$ cat src/rtl/shr_resp_pkg.sv
package shr_resp_pkg;
  typedef enum logic [1:0] {
    SEQ_IDLE = 2'd0,
    SEQ_WAIT = 2'd1,
    SEQ_SLOT = 2'd2
  } seq_state_e;
endpackage

$ cat src/rtl/shr_slot_seq.sv
module shr_slot_seq
  import shr_resp_pkg::*;
#(
  parameter int RESP_OFFSET = 2,
  parameter int REPEAT_GAP  = 2
) (
  input  logic clk,
  input  logic rst,
  input  logic start,
  input  logic bus_hold,
  input  logic known,
  output logic busy,
  output logic in_slot,
  output logic stalled
);
  localparam int MAXD  = (RESP_OFFSET > REPEAT_GAP) ? RESP_OFFSET : REPEAT_GAP;
  localparam int CNT_W = $clog2(MAXD + 1);

  seq_state_e       st_q;
  logic [CNT_W-1:0] cnt_q;
  logic             stall_q;

  always_ff @(posedge clk) begin
    if (rst) begin
      st_q  <= SEQ_IDLE;
      cnt_q <= '0;
    end else begin
      case (st_q)
        SEQ_IDLE: if (start) begin
          st_q  <= SEQ_WAIT;
          cnt_q <= CNT_W'(RESP_OFFSET - 1);
        end
        SEQ_WAIT: begin
          if (cnt_q == CNT_W'(1)) st_q <= SEQ_SLOT;
          else                    cnt_q <= cnt_q - CNT_W'(1);
        end
        SEQ_SLOT: begin
          if (bus_hold) begin
            st_q  <= SEQ_WAIT;
            cnt_q <= CNT_W'(REPEAT_GAP - 1);
          end else begin
            st_q <= SEQ_IDLE;
          end
        end
        default: st_q <= SEQ_IDLE;
      endcase
    end
  end

  // once a slot has been missed, the stall persists until the decision exists
  always_ff @(posedge clk) begin
    if (rst || st_q == SEQ_IDLE || known) stall_q <= 1'b0;
    else if (st_q == SEQ_SLOT)            stall_q <= 1'b1;
  end

  assign busy    = (st_q != SEQ_IDLE);
  assign in_slot = (st_q == SEQ_SLOT);
  assign stalled = stall_q;
endmodule

$ cat src/rtl/shr_decision.sv
module shr_decision (
  input  logic clk,
  input  logic rst,
  input  logic start,
  input  logic busy,
  input  logic lookup_ready,
  input  logic hit_keep,
  output logic known,
  output logic decision
);
  logic vld_q, dec_q;

  always_ff @(posedge clk) begin
    if (rst) begin
      vld_q <= 1'b0;
      dec_q <= 1'b0;
    end else if (start) begin
      vld_q <= lookup_ready;
      dec_q <= hit_keep;
    end else if (busy && !vld_q && lookup_ready) begin
      vld_q <= 1'b1;
      dec_q <= hit_keep;
    end else if (!busy) begin
      vld_q <= 1'b0;
    end
  end

  // a result arriving in the current cycle is usable at once
  assign known    = vld_q | lookup_ready;
  assign decision = vld_q ? dec_q : hit_keep;
endmodule

$ cat src/rtl/shr_resp_timer.sv
module shr_resp_timer #(
  parameter int RESP_OFFSET = 2,
  parameter int REPEAT_GAP  = 2
) (
  input  logic clk,
  input  logic rst,
  input  logic send_data_i,
  input  logic own_cmd_i,
  input  logic bus_hold_i,
  input  logic lookup_ready_i,
  input  logic hit_keep_i,
  output logic shared_o,
  output logic hold_o,
  output logic overlap_err_o
);
  logic busy, in_slot, stalled, known, decision, start;

  assign start = send_data_i && !own_cmd_i && !busy;

  shr_slot_seq #(
    .RESP_OFFSET(RESP_OFFSET),
    .REPEAT_GAP (REPEAT_GAP)
  ) u_seq (
    .clk     (clk),
    .rst     (rst),
    .start   (start),
    .bus_hold(bus_hold_i),
    .known   (known),
    .busy    (busy),
    .in_slot (in_slot),
    .stalled (stalled)
  );

  shr_decision u_dec (
    .clk         (clk),
    .rst         (rst),
    .start       (start),
    .busy        (busy),
    .lookup_ready(lookup_ready_i),
    .hit_keep    (hit_keep_i),
    .known       (known),
    .decision    (decision)
  );

  assign shared_o      = in_slot && known && decision;
  assign hold_o        = (in_slot || stalled) && !known;
  assign overlap_err_o = send_data_i && busy;
endmodule

$ cat config.mk
export PLATFORM = sky130hd
export DESIGN_NAME = shr_resp_timer
export DESIGN_NICKNAME = d
export VERILOG_FILES = /design/src/rtl/shr_resp_pkg.sv /design/src/rtl/shr_slot_seq.sv /design/src/rtl/shr_decision.sv /design/src/rtl/shr_resp_timer.sv
export SDC_FILE = /design/constraint.sdc
export NUM_CORES = 1
export LEC_CHECK = 0
export CAP_MARGIN = 20
export CELL_PAD_IN_SITES_DETAIL_PLACEMENT = 1
export CELL_PAD_IN_SITES_GLOBAL_PLACEMENT = 2
export CORE_MARGIN = 10
export CORE_UTILIZATION = 27
export DETAILED_ROUTE_END_ITERATION = 8
export GPL_ROUTABILITY_DRIVEN = 0
export GPL_TIMING_DRIVEN = 0
export HOLD_SLACK_MARGIN = 0.06
export PLACE_DENSITY = 0.73
export SYNTH_ARGS = -nofsm -noshare
export SYNTH_HDL_FRONTEND = slang
export SYNTH_SLANG_ARGS = --single-unit
$ cat constraint.sdc
create_clock -name clk -period 1.87 [get_ports clk]
set_input_delay 0.374 -clock clk [delete_from_list [all_inputs] [get_ports clk]]
set_output_delay 0.374 -clock clk [all_outputs]
set_load 0.03 [all_outputs]
After elaboration in Yosys (flattened, before gate mapping)
Index checks and enable logic that the tools add are counted.
{"block": "word_totals", "ff_bits": 7, "in_bits": 7, "output_inout_bits": 3, "elab_cells": 49}
{"block": "op_classes", "add_sub_neg": 1, "eq_ne": 8, "n_mux": 13, "bitwise_logic": 1, "n_reduce_logical": 21}
{"op": "2-bit case mux with 3 select lines", "count": 2}
{"op": "1-bit logical AND", "count": 8}
{"op": "2-bit two-way mux", "count": 4}
{"op": "1-bit two-way mux", "count": 7}
{"op": "2-bit != test, second input constant", "count": 3}
{"op": "2-bit by 1-bit == test with 1-bit output, second input constant", "count": 2}
{"op": "1-bit zero test", "count": 4}
{"op": "4-bit AND reduction", "count": 1}
{"op": "2-bit nonzero test", "count": 2}
{"op": "1-bit logical OR", "count": 3}
{"op": "3-bit by 1-bit != test with 1-bit output, second input constant", "count": 1}
{"op": "3-bit nonzero test", "count": 1}
{"op": "2-bit == test, second input constant", "count": 1}
{"op": "2-bit zero test", "count": 1}
{"op": "2-bit by 1-bit != test with 1-bit output, second input constant", "count": 1}
{"op": "2-bit AND reduction", "count": 1}
{"op": "2-bit by 1-bit subtractor with 2-bit output, second input constant", "count": 1}
{"op": "1-bit bitwise OR", "count": 1}

Depth between registers and ports, before layout
Gate-level depths: netlist of the first run.
{"block": "logic_depth", "depth_word": 5, "mapped_depth": 5, "depth_no_buf": 5}

By module
From an unflattened synthesis of the first run, not the netlist that was laid out.
{"block": "unflattened", "cells_unflattened": 42, "hier_area_um2": 391.6}
{"mod": "shr_slot_seq", "instances": 1, "cells_each": 26, "area_each_um2": 236.5, "seq_area_each_um2": 100.1}
{"mod": "shr_decision", "instances": 1, "cells_each": 12, "area_each_um2": 118.9, "seq_area_each_um2": 40.0}
{"mod": "shr_resp_timer", "instances": 1, "cells_each": 4, "area_each_um2": 36.3, "seq_area_each_um2": 0.0}

Worst setup path after synthesis of the first run
No wires, ideal clock.
{"block": "synth_timing", "kind": "register to output", "from": "reg u_seq.st_q[1]", "to": "out shared_o", "arrival_ns": 1.207, "required_time_ns": 1.496, "slack_ns": 0.289, "stages_incl_launch_ff": 3, "path_buffers": 0, "cell_sequence": "dfxtp_1 -> inv_1 -> nor3_1"}
{"block": "synth_between", "elab_chain_len": 3}
{"item": "start: declaration", "line_no": "shr_slot_seq.sv:19", "source": "seq_state_e st_q;"}
{"item": "start signal: assignment", "line_no": "shr_slot_seq.sv:25", "source": "st_q <= SEQ_IDLE;"}
{"item": "start signal: assignment", "line_no": "shr_slot_seq.sv:30", "source": "st_q <= SEQ_WAIT;"}
{"item": "start signal: assignment", "line_no": "shr_slot_seq.sv:34", "source": "if (cnt_q == CNT_W'(1)) st_q <= SEQ_SLOT;"}
{"item": "2-bit == test", "line_no": "shr_slot_seq.sv:57", "source": "assign in_slot = (st_q == SEQ_SLOT);"}
{"item": "1-bit logical AND (2 in a row)", "line_no": "shr_resp_timer.sv:45", "source": "assign shared_o = in_slot && known && decision;"}
{"item": "end: declaration", "line_no": "shr_resp_timer.sv:12", "source": "output logic shared_o,"}
Every way passes these cells.

Worst setup path in the final report of the first run
{"block": "layout_timing", "from": "in send_data_i", "to": "out overlap_err_o"}
{"block": "layout_between", "elab_chain_len": 1}
{"item": "start: declaration", "line_no": "shr_resp_timer.sv:7", "source": "input logic send_data_i,"}
{"item": "1-bit logical AND", "line_no": "shr_resp_timer.sv:47", "source": "assign overlap_err_o = send_data_i && busy;"}
{"item": "end: declaration", "line_no": "shr_resp_timer.sv:14", "source": "output logic overlap_err_o"}
Every way passes these cells.

==> reports/metrics.yaml, run 1 <==
outcome:
  outcome: "complete, no violations"
timing:
  grt_setup_unrepaired: "false"
  drv_slew: 0
  worst_slew_pin_slew_ps: 375
  setup_ws_ps: 70.5
  max-slew-margin-rel: 0.749
  hold_violations: 0
  finalSetupViolCount: 0
  finalCritPeriodShare: 0.962
  setup-tns-final_ps: 0
  worst_clock_skew_ps: 4.58
  period_minus_slack_ps: 1800
  hold_ws_ps: 472
  max_freq_ghz: 0.556
grt:
  globalRouteTotalUtil: 0.0653
  grt_pass1_wl_mm: 1.68
  grt_max_degree: 9
  grt_antenna_before_repair: 0
  grt_overflow: 0
  grt_pass1_vias: 389
synthesis:
  yosysSeqAreaShare: 0.372
  synth_area_um2: 377
  synth_edf_count: 0
  synth.avg_cell_area_um2: 9.19
  yosys.area.top_type: "dfxtp_1"
  synth_area_leaders: "dfxtp_1 (37%), nand2b_1 (6.6%), a21oi_1 (4.0%), nor3_1 (4.0%), nor4b_2 (4.0%)"
  ys_ff_latch: 7
  synth_flop_cell: "dfxtp_1"
  synth_async_sr_flop_share: 0
  yosys-top-cells-count: "dfxtp_1 (7), nand2b_1 (4), a21oi_1 (3), inv_1 (3), nor3_1 (3)"
  ys_types: 23
  synth.top_cell.area_share: 0.372
  synthMostInstantiatedCell: "dfxtp_1"
  syn_nets: 49
  yosysWarningCount: 0
  synthCells: 41
cts:
  clk_pin_slew_ps: 50
  postCtsSetupBuffers: 0
  clockBufferDepth: 2
  cts-root-buf: "clkbuf_4"
  clock_latency_ps: 250
  numCtsBuffers: 3
  cts.sink_count: 7
  tritoncts: "built"
  htreeDepth: 1
floorplan:
  placementRows: 13
  dieHeight_um: 57.3
  fp.dieW_um: 57.3
  die-area_um2: 3290
  fp.coreArea_um2: 1300
  start_util: 0.289
  io_pins: 10
worst_hold_path:
  hold_class: "flop to flop"
  hold-path-endpoint: "u_dec.dec_q"
  holdPathStages: 2
  min_from: "u_dec.dec_q"
critical_path:
  r2r_end: "u_seq.cnt_q[0]"
  worst-setup-path-type: "primary input to primary output"
  cp-end-kind: "primary output"
  critPathArrivalTime_ps: 1430
  required_ps: 1500
  worstSetupStartpointType: "primary input"
  rr_startpoint: "u_seq.cnt_q[1]"
  r2r_cells: 5
  cp_max_fo: 4
  r2r_slack_ps: 580
power_and_ir_drop:
  ir_drop_mv: 0.228
  p_per_area_nw_per_um2: 745
  cellLeakagePower_nw: 0.189
routing:
  vias: 366
  via_per_inst: 5.30
  post_drt_wl_per_cell_um: 13.9
  drc_errors: 0
  dr.pass1.iters: 2
  drt_iter0_markers: 3
  final_antenna_net_count: 0
  routed_wl_um: 959
finish:
  area_growth_syn_to_layout_pct: 33.6
  design_area_um2: 503
  drive_above_1_share: 0.204
  final_util: 0.387
  layout.nets: 63
  antenna_cells: 0
placed_design:
  dpl.hpwl_um: 803
  place_area_um2: 485
  portBuffers: 9
  preCtsSetupSlack_ps: -420
flow_run:
  drv_cap: 0
[worst max path at each step]
stage,startpoint,to,depth (start not counted)
after global placement,lookup_ready_i,shared_o,4
after CTS,lookup_ready_i,hold_o,3
final,send_data_i,overlap_err_o,3
after global routing,lookup_ready_i,shared_o,4
after floorplan,u_seq.st_q[1],shared_o,2
after detailed placement,lookup_ready_i,shared_o,4
[power breakdown]
| group | internal [W] | switching [W] | leakage, nW |
|---|---|---|---|
| logic | 0.0000361 | 0.0000325 | 0.116 |
| registers | 0.000160 | 0.0000112 | 0.0581 |
| clock network | 0.0000813 | 0.0000541 | 0.0150 |
| total | 0.000277 | 0.0000978 | 0.189 |
[metal layers]
metal | global-route usage | vias to the layer above | share of wire
li1 | - | 182 | -
met4 | 0.0503 | 0 | 0
met5 | 0 | - | 0
met2 | 0.104 | 8 | 0.48
met1 | 0.0623 | 176 | 0.44
met3 | 0.0332 | 0 | 0.083
[cells in the final DEF, fill, tap and decap left out, drive strengths merged, types with 2 or more instances in the layout]
master and instances:
inv 4, nand2b 4, nor4 2, a21oi 3, clkbuf 5, nor4b 2
and2 2, dfxtp 7, nor3 3, a31oi 2, clkdlybuf4s50 6
[metrics by stage]
stage,cells,total power [W]
finish,69,0.000375
global route,69,0.000405
CTS,69,0.000383
detailed placement,65,0.000245
global placement,65,0.000240
floorplan,41,0.000213
[cells by family (layout without fill, tap and decap cells)]
family,Yosys count,count (layout),share of synthesized area
AND/OR/NAND/NOR,19,19,0.362
AO/OA/AOI/OAI,9,9,0.166
flip-flops,7,7,0.372
buffers and inverters,4,17,0.0399
adder cells (fa/ha/maj),1,1,0.0332
multiplexers,1,1,0.0266
[sequential cells by signal, indices dropped and copies added (netlist names)]
| name | count |
|---|---|
| u_seq.cnt_q | 2 |
| u_dec.dec_q | 1 |
| u_seq.stalled | 1 |
| u_dec.vld_q | 1 |
| u_seq.st_q | 2 |
[worst max-delay path: stages]
cell	delay, ps
clkdlybuf4s50_1	520
and2_1	140
dlygate4sd2_1	400
[layout make-up]
cell class / instances / area [um^2]
clock buffers: 4 / 26.3
fillers: 166 / 798
inverters: 4 / 15.0
multi-input cells: 30 / 221
flip-flops and latches: 7 / 143
well taps: 15 / 18.8
repair buffers: 9 / 78.8
[repair_timing]
| action | in CTS | in global routing |
|---|---|---|
| pin swaps | 0 | 0 |
| gates resized for setup | 9 | 4 |
| hold buffers | 0 | 0 |
| setup endpoints to repair | 3 | 2 |
Power figures use the tool's default switching activity.
==> inputs of run 2 (changes only) <==
Settings changed: PLACE_DENSITY 0.73 to not set, PLACE_DENSITY_LB_ADDON set to 0.1.
==> reports/metrics.yaml, run 2 (same netlist as run 1, synthesis figures left out) <==
timing:
  finalSetupViolCount: 0  # unchanged
  grt_setup_unrepaired: "false"
  worst_slew_pin_slew_ps: 345  # -29.8 ps
  hold_ws_ps: 438  # -33.3 ps
  hold_violations: 0  # unchanged
  max_freq_ghz: 0.594  # +6.9%
  period_minus_slack_ps: 1680  # -116 ps
  setup_ws_ps: 186  # +116 ps
  worst_clock_skew_ps: 5.90  # +1.32 ps
  max-slew-margin-rel: 0.769  # +0.0199
  finalCritPeriodShare: 0.900  # -0.0618
  drv_slew: 0  # unchanged
finish:
  area_growth_syn_to_layout_pct: 33.6  # unchanged
  final_common_cell: "dfxtp_1"
  seq_area_um2: 141  # -0.88%
  layout_common_cells: "dfxtp_1 (6), clkdlybuf4s50_1 (5), nand2b_1 (4), clkbuf_4 (4)"
  largestRegisters: "u_seq.cnt_q: 2 flops, u_seq.st_q: 2 flops"
  drive_above_1_share: 0.204  # unchanged
  antenna_cells: 0  # unchanged
  nFillCells: 167  # +0.60%
  multi_input_area_um2: 221  # unchanged
  layout.nets: 63  # unchanged
critical_path:
  r2r_cells: 5  # unchanged
  r2r_slack_ps: 570  # about the same
  cp-end-kind: "primary output"
  cp_max_fo: 2  # -2
  rr_startpoint: "u_seq.cnt_q[1]"
  r2r_end: "u_seq.cnt_q[0]"
  worst-setup-path-type: "primary input to primary output"
  worstSetupStartpointType: "primary input"
  critPathArrivalTime_ps: 1310  # -120 ps
  required_ps: 1500  # about the same
grt:
  grt_max_degree: 9  # unchanged
  grt_antenna_before_repair: 0  # unchanged
  grt_pass1_vias: 402  # +3.3%
  grt_pass1_wl_mm: 1.77  # +4.9%
  globalRouteTotalUtil: 0.0692  # +0.00397
  grt_overflow: 0  # unchanged
routing:
  post_drt_wl_per_cell_um: 14.9  # +7.5%
  routed_wl_mm: 1.03  # +7.5%
  via_per_inst: 5.30  # unchanged
  drc_errors: 0  # unchanged
  vias: 366  # unchanged
  final_antenna_net_count: 0  # unchanged
  drt_iter0_markers: 1  # -2
  dr.pass1.iters: 4  # +2
worst_hold_path:
  min_from: "lookup_ready_i"
  hold-path-endpoint: "u_seq.stalled"
  hold_class: "primary input to flop"
  holdPathStages: 2  # unchanged
cts:
  cts-root-buf: "clkbuf_4"
  tritoncts: "built"
  ctsResizeCount: 10  # +1
  numCtsBuffers: 3  # unchanged
  cts.sink_count: 7  # unchanged
  postCtsSetupBuffers: 0  # unchanged
  clk_pin_slew_ps: 50  # about the same
  htreeDepth: 1  # unchanged
  clockBufferDepth: 2  # unchanged
  clock_latency_ps: 260  # about the same
  cts_hold_buf: 0  # unchanged
floorplan:
  placementRows: 13  # unchanged
  io_pins: 10  # unchanged
  die-area_um2: 3290  # unchanged
  fp.dieW_um: 57.3  # unchanged
  start_util: 0.289  # unchanged
  dieHeight_um: 57.3  # unchanged
  fp.coreArea_um2: 1300  # unchanged
outcome:
  outcome: "complete, no violations"
placed_design:
  dpl.hpwl_um: 807  # +0.57%
  preCtsSetupSlack_ps: -425  # -4.11 ps
  portBuffers: 9  # unchanged
flow_run:
  drv_cap: 0  # unchanged
power_and_ir_drop:
  p_per_area_nw_per_um2: 769  # +3.2%
  ir_drop_mv: 0.320  # +40%
  cellLeakagePower_nw: 0.194  # +2.6%
[run 2: changes by cell type in the layout (fill, tap and decap cells not counted), sizes merged]
cell | previous run | this run
buf | 1 | 0
clkbuf | 5 | 7
clkdlybuf4s50 | 6 | 5
dlygate4sd2 | 1 | 0
dlymetal6s2s | 0 | 1
[run 2: routing by layer]
layer	vias to the layer above	track usage	routed length, um
met1	176	0.0673	440
met2	8	0.104	494
li1	179	-	-
met5	-	0	0
met3	3	0.0442	73
met4	0	0.0503	22
[run 2: worst max path at each step]
stage,startpoint,depth (start not counted),end,slack [ps]
6_report,hit_keep_i,4,shared_o,190
2_1_floorplan,u_seq.st_q[1],2,shared_o,290
3_3_place_gp,lookup_ready_i,4,shared_o,-400
3_5_place_dp,lookup_ready_i,4,shared_o,-420
5_1_grt,u_seq.st_q[0],4,hold_o,120
4_1_cts,lookup_ready_i,3,hold_o,1
[run 2: area by class of cell]
| cell class | instances | share of cell area |
|---|---|---|
| multi-input cells | 30 | 0.440 |
| flip-flops and latches | 7 | 0.281 |
| repair buffers | 9 | 0.159 |
| clock buffers | 4 | 0.0522 |
| well taps | 15 | 0.0373 |
| inverters | 4 | 0.0299 |
[run 2: critical path, cell delays in order]
cell and delay (ps):
clkdlybuf4s50_1 480, a31oi_1 80, nor3_1 150, clkbuf_4 230
[run 2: through the flow]
| stage | area (um^2) | TNS (ps) | utilization | power (W) | instances |
|---|---|---|---|---|---|
| after CTS | 507 | 0 | 0.389 | 0.000387 | 69 |
| after global placement | 485 | -842 | 0.373 | 0.000240 | 65 |
| after detailed placement | 485 | -922 | 0.373 | 0.000245 | 65 |
| after global routing | 503 | 0 | 0.387 | 0.000416 | 69 |
| after floorplan | 377 | 0 | - | 0.000213 | 41 |
| final | 503 | 0 | 0.387 | 0.000387 | 69 |
[run 2: power by group]
| group | internal [W] | switching, W |
|---|---|---|
| clock | 0.0000821 | 0.0000650 |
| combinational | 0.0000357 | 0.0000330 |
| sequential | 0.000159 | 0.0000119 |
| total | 0.000277 | 0.000110 |
==> inputs of run 3 (changes only) <==
Settings changed: MAX_ROUTING_LAYER set to met4.
Clock period 1.87 ns to 2 ns, I/O delays scaled along.
==> reports/metrics.yaml, run 3 (same netlist as run 1, synthesis figures left out) <==
timing:
  grt_setup_unrepaired: "false"
  hold_violations: 0  # unchanged
  finalCritPeriodShare: 0.952
  worst_clock_skew_ps: 6.08  # +0.177 ps
  finalSetupViolCount: 0  # unchanged
  period_minus_slack_ps: 1900
  worst_slew_pin_slew_ps: 345  # -0.347 ps
  max-slew-margin-rel: 0.770  # about the same
  max_freq_ghz: 0.525
  drv_slew: 0  # unchanged
grt:
  busiest_layer: "met2"
  grtUsageMet1: 0.0710  # +0.00367
  grt_max_degree: 9  # unchanged
  grt_pass1_wl_mm: 1.78  # +0.79%
  globalRouteTotalUtil: 0.0717  # +0.00242
  globalRouteMet2Util: 0.104  # unchanged
  grt_overflow: 0  # unchanged
  grt_pass1_vias: 404  # +0.50%
  grt_antenna_before_repair: 0  # unchanged
  grtUsageMet3: 0.0398  # -0.00442
placed_design:
  place_area_um2: 485  # unchanged
  portBuffers: 9  # unchanged
  dpl.hpwl_um: 807  # unchanged
  dp_cells: 65  # unchanged
routing:
  vias: 366  # unchanged
  post_drt_wl_per_cell_um: 14.8  # -0.87%
  drc_errors: 0  # unchanged
  final_antenna_net_count: 0  # unchanged
  drt_iter0_markers: 1  # unchanged
  routed_wl_mm: 1.02  # -0.87%
  via_per_inst: 5.30  # unchanged
  dr.pass1.iters: 4  # unchanged
power_and_ir_drop:
  sequentialPowerShare: 0.442  # about the same
  comb_power_share: 0.180  # +0.002
  p_int_w: 0.000259  # -6.3%
  p_sw_w: 0.000102  # -7.3%
  p_per_area_nw_per_um2: 713  # -7.3%
  ir_drop_mv: 0.298  # -6.7%
  cellLeakagePower_nw: 0.188  # -2.7%
  switching_share: 0.282  # -0.00216
  pwr-share-clk: 0.379  # about the same
finish:
  multi_input_area_um2: 221  # unchanged
  layout.nets: 63  # unchanged
  largestRegisters: "u_seq.cnt_q: 2 flops, u_seq.st_q: 2 flops"
  layout_common_cells: "clkdlybuf4s50_1 (6), dfxtp_1 (6), nand2b_1 (4)"
  design_area_um2: 507  # +0.75%
  drive_above_1_share: 0.167  # -0.0370
  area_growth_syn_to_layout_pct: 34.6
  antenna_cells: 0  # unchanged
  nFillCells: 167  # unchanged
  fin_cells: 69  # unchanged
  seq_area_um2: 141  # unchanged
floorplan:
  io_pins: 10  # unchanged
  dieHeight_um: 57.3  # unchanged
  fp.coreArea_um2: 1300  # unchanged
  die-area_um2: 3290  # unchanged
  start_util: 0.289  # unchanged
  fp.dieW_um: 57.3  # unchanged
  placementRows: 13  # unchanged
flow_run:
  drv_cap: 0  # unchanged
outcome:
  outcome: "complete, no violations"
cts:
  cts_hold_buf: 0  # unchanged
  htreeDepth: 1  # unchanged
  clk_pin_slew_ps: 50  # about the same
  tritoncts: "built"
  clockBufferDepth: 2  # unchanged
  cts.sink_count: 7  # unchanged
  postCtsSetupBuffers: 0  # unchanged
  numCtsBuffers: 3  # unchanged
  clock_latency_ps: 260  # about the same
  cts-root-buf: "clkbuf_4"
critical_path:
  r2r_slack_ps: 700  # +130 ps
  rr_startpoint: "u_seq.cnt_q[1]"
  cp-end-kind: "primary output"
  required_ps: 1600  # +100 ps
  crit_path_start: "lookup_ready_i"
  cp_max_fo: 6  # +4
  worstSetupStartpointType: "primary input"
  r2r_end: "u_seq.cnt_q[0]"
  r2r_cells: 5  # unchanged
  critPathArrivalTime_ps: 1500  # +190 ps
  endpoint: "hold_o"
  worst-setup-path-type: "primary input to primary output"
worst_hold_path:
  hold_class: "flop to flop"
-- run 3: cell count changes in the layout (fill, tap and decap cells not counted) --
cell | before | now
buf_2 | 0 | 1
clkbuf_2 | 2 | 0
clkbuf_4 | 4 | 3
clkdlybuf4s15_1 | 0 | 1
clkdlybuf4s50_1 | 5 | 6
dlygate4sd2_1 | 0 | 1
dlymetal6s2s_1 | 1 | 0
-- run 3: worst min-delay path by stage --
stage	from	endpoint	cells past startpoint
floorplan	u_dec.dec_q	u_dec.dec_q	2
global placement	u_dec.dec_q	u_dec.dec_q	2
detailed placement	u_seq.cnt_q[0]	u_seq.cnt_q[0]	1
CTS	u_seq.cnt_q[0]	u_seq.cnt_q[0]	1
global route	u_seq.cnt_q[0]	u_seq.cnt_q[0]	1
finish	u_dec.dec_q	u_dec.dec_q	2
-- run 3: routing by layer --
metal / vias to the layer above / wire length, um
li1: 179 / -
met1: 172 / 435
met2: 12 / 490
met3: 3 / 73
met4: 0 / 22
met5: - / 0
-- run 3: power groups by stage --
stage	Sequential (W)	Clock, W	Combinational (W)
detailed placement	0.000162	0	0.0000667
finish	0.000160	0.000137	0.0000648
CTS	0.000159	0.000136	0.0000660
global route	0.000161	0.000156	0.0000727
global placement	0.000161	0	0.0000629
floorplan	0.000159	0	0.0000399
-- run 3: timing repair --
item / CTS / global route
gates cloned: 0 / 0
gates resized for setup: 6 / 4
setup endpoints to repair: 3 / 3
-- run 3: area by class of cell --
| type | instances | area share |
|---|---|---|
| Inverter | 4 | 0.0296 |
| Sequential cell | 7 | 0.279 |
| Timing Repair Buffer | 9 | 0.165 |
| Tap cell | 15 | 0.0370 |
| Clock buffer | 4 | 0.0519 |
| Multi-Input combinational cell | 30 | 0.437 |
-- run 3: metrics by stage --
step	setup TNS [ps]	hold WS [ps]	total power (W)	util	setup slack [ps]
final	0	510	0.000361	0.389	96.4
after CTS	0	509	0.000361	0.392	18.4
after global placement	-608	458	0.000224	0.373	-323
after global routing	0	537	0.000390	0.389	2.26
after floorplan	0	447	0.000199	-	393
after detailed placement	-688	506	0.000229	0.373	-347
-- run 3: critical path: stages --
cell and delay, ps:
clkdlybuf4s50_1 510, nor3_1 210, clkdlybuf4s15_1 390
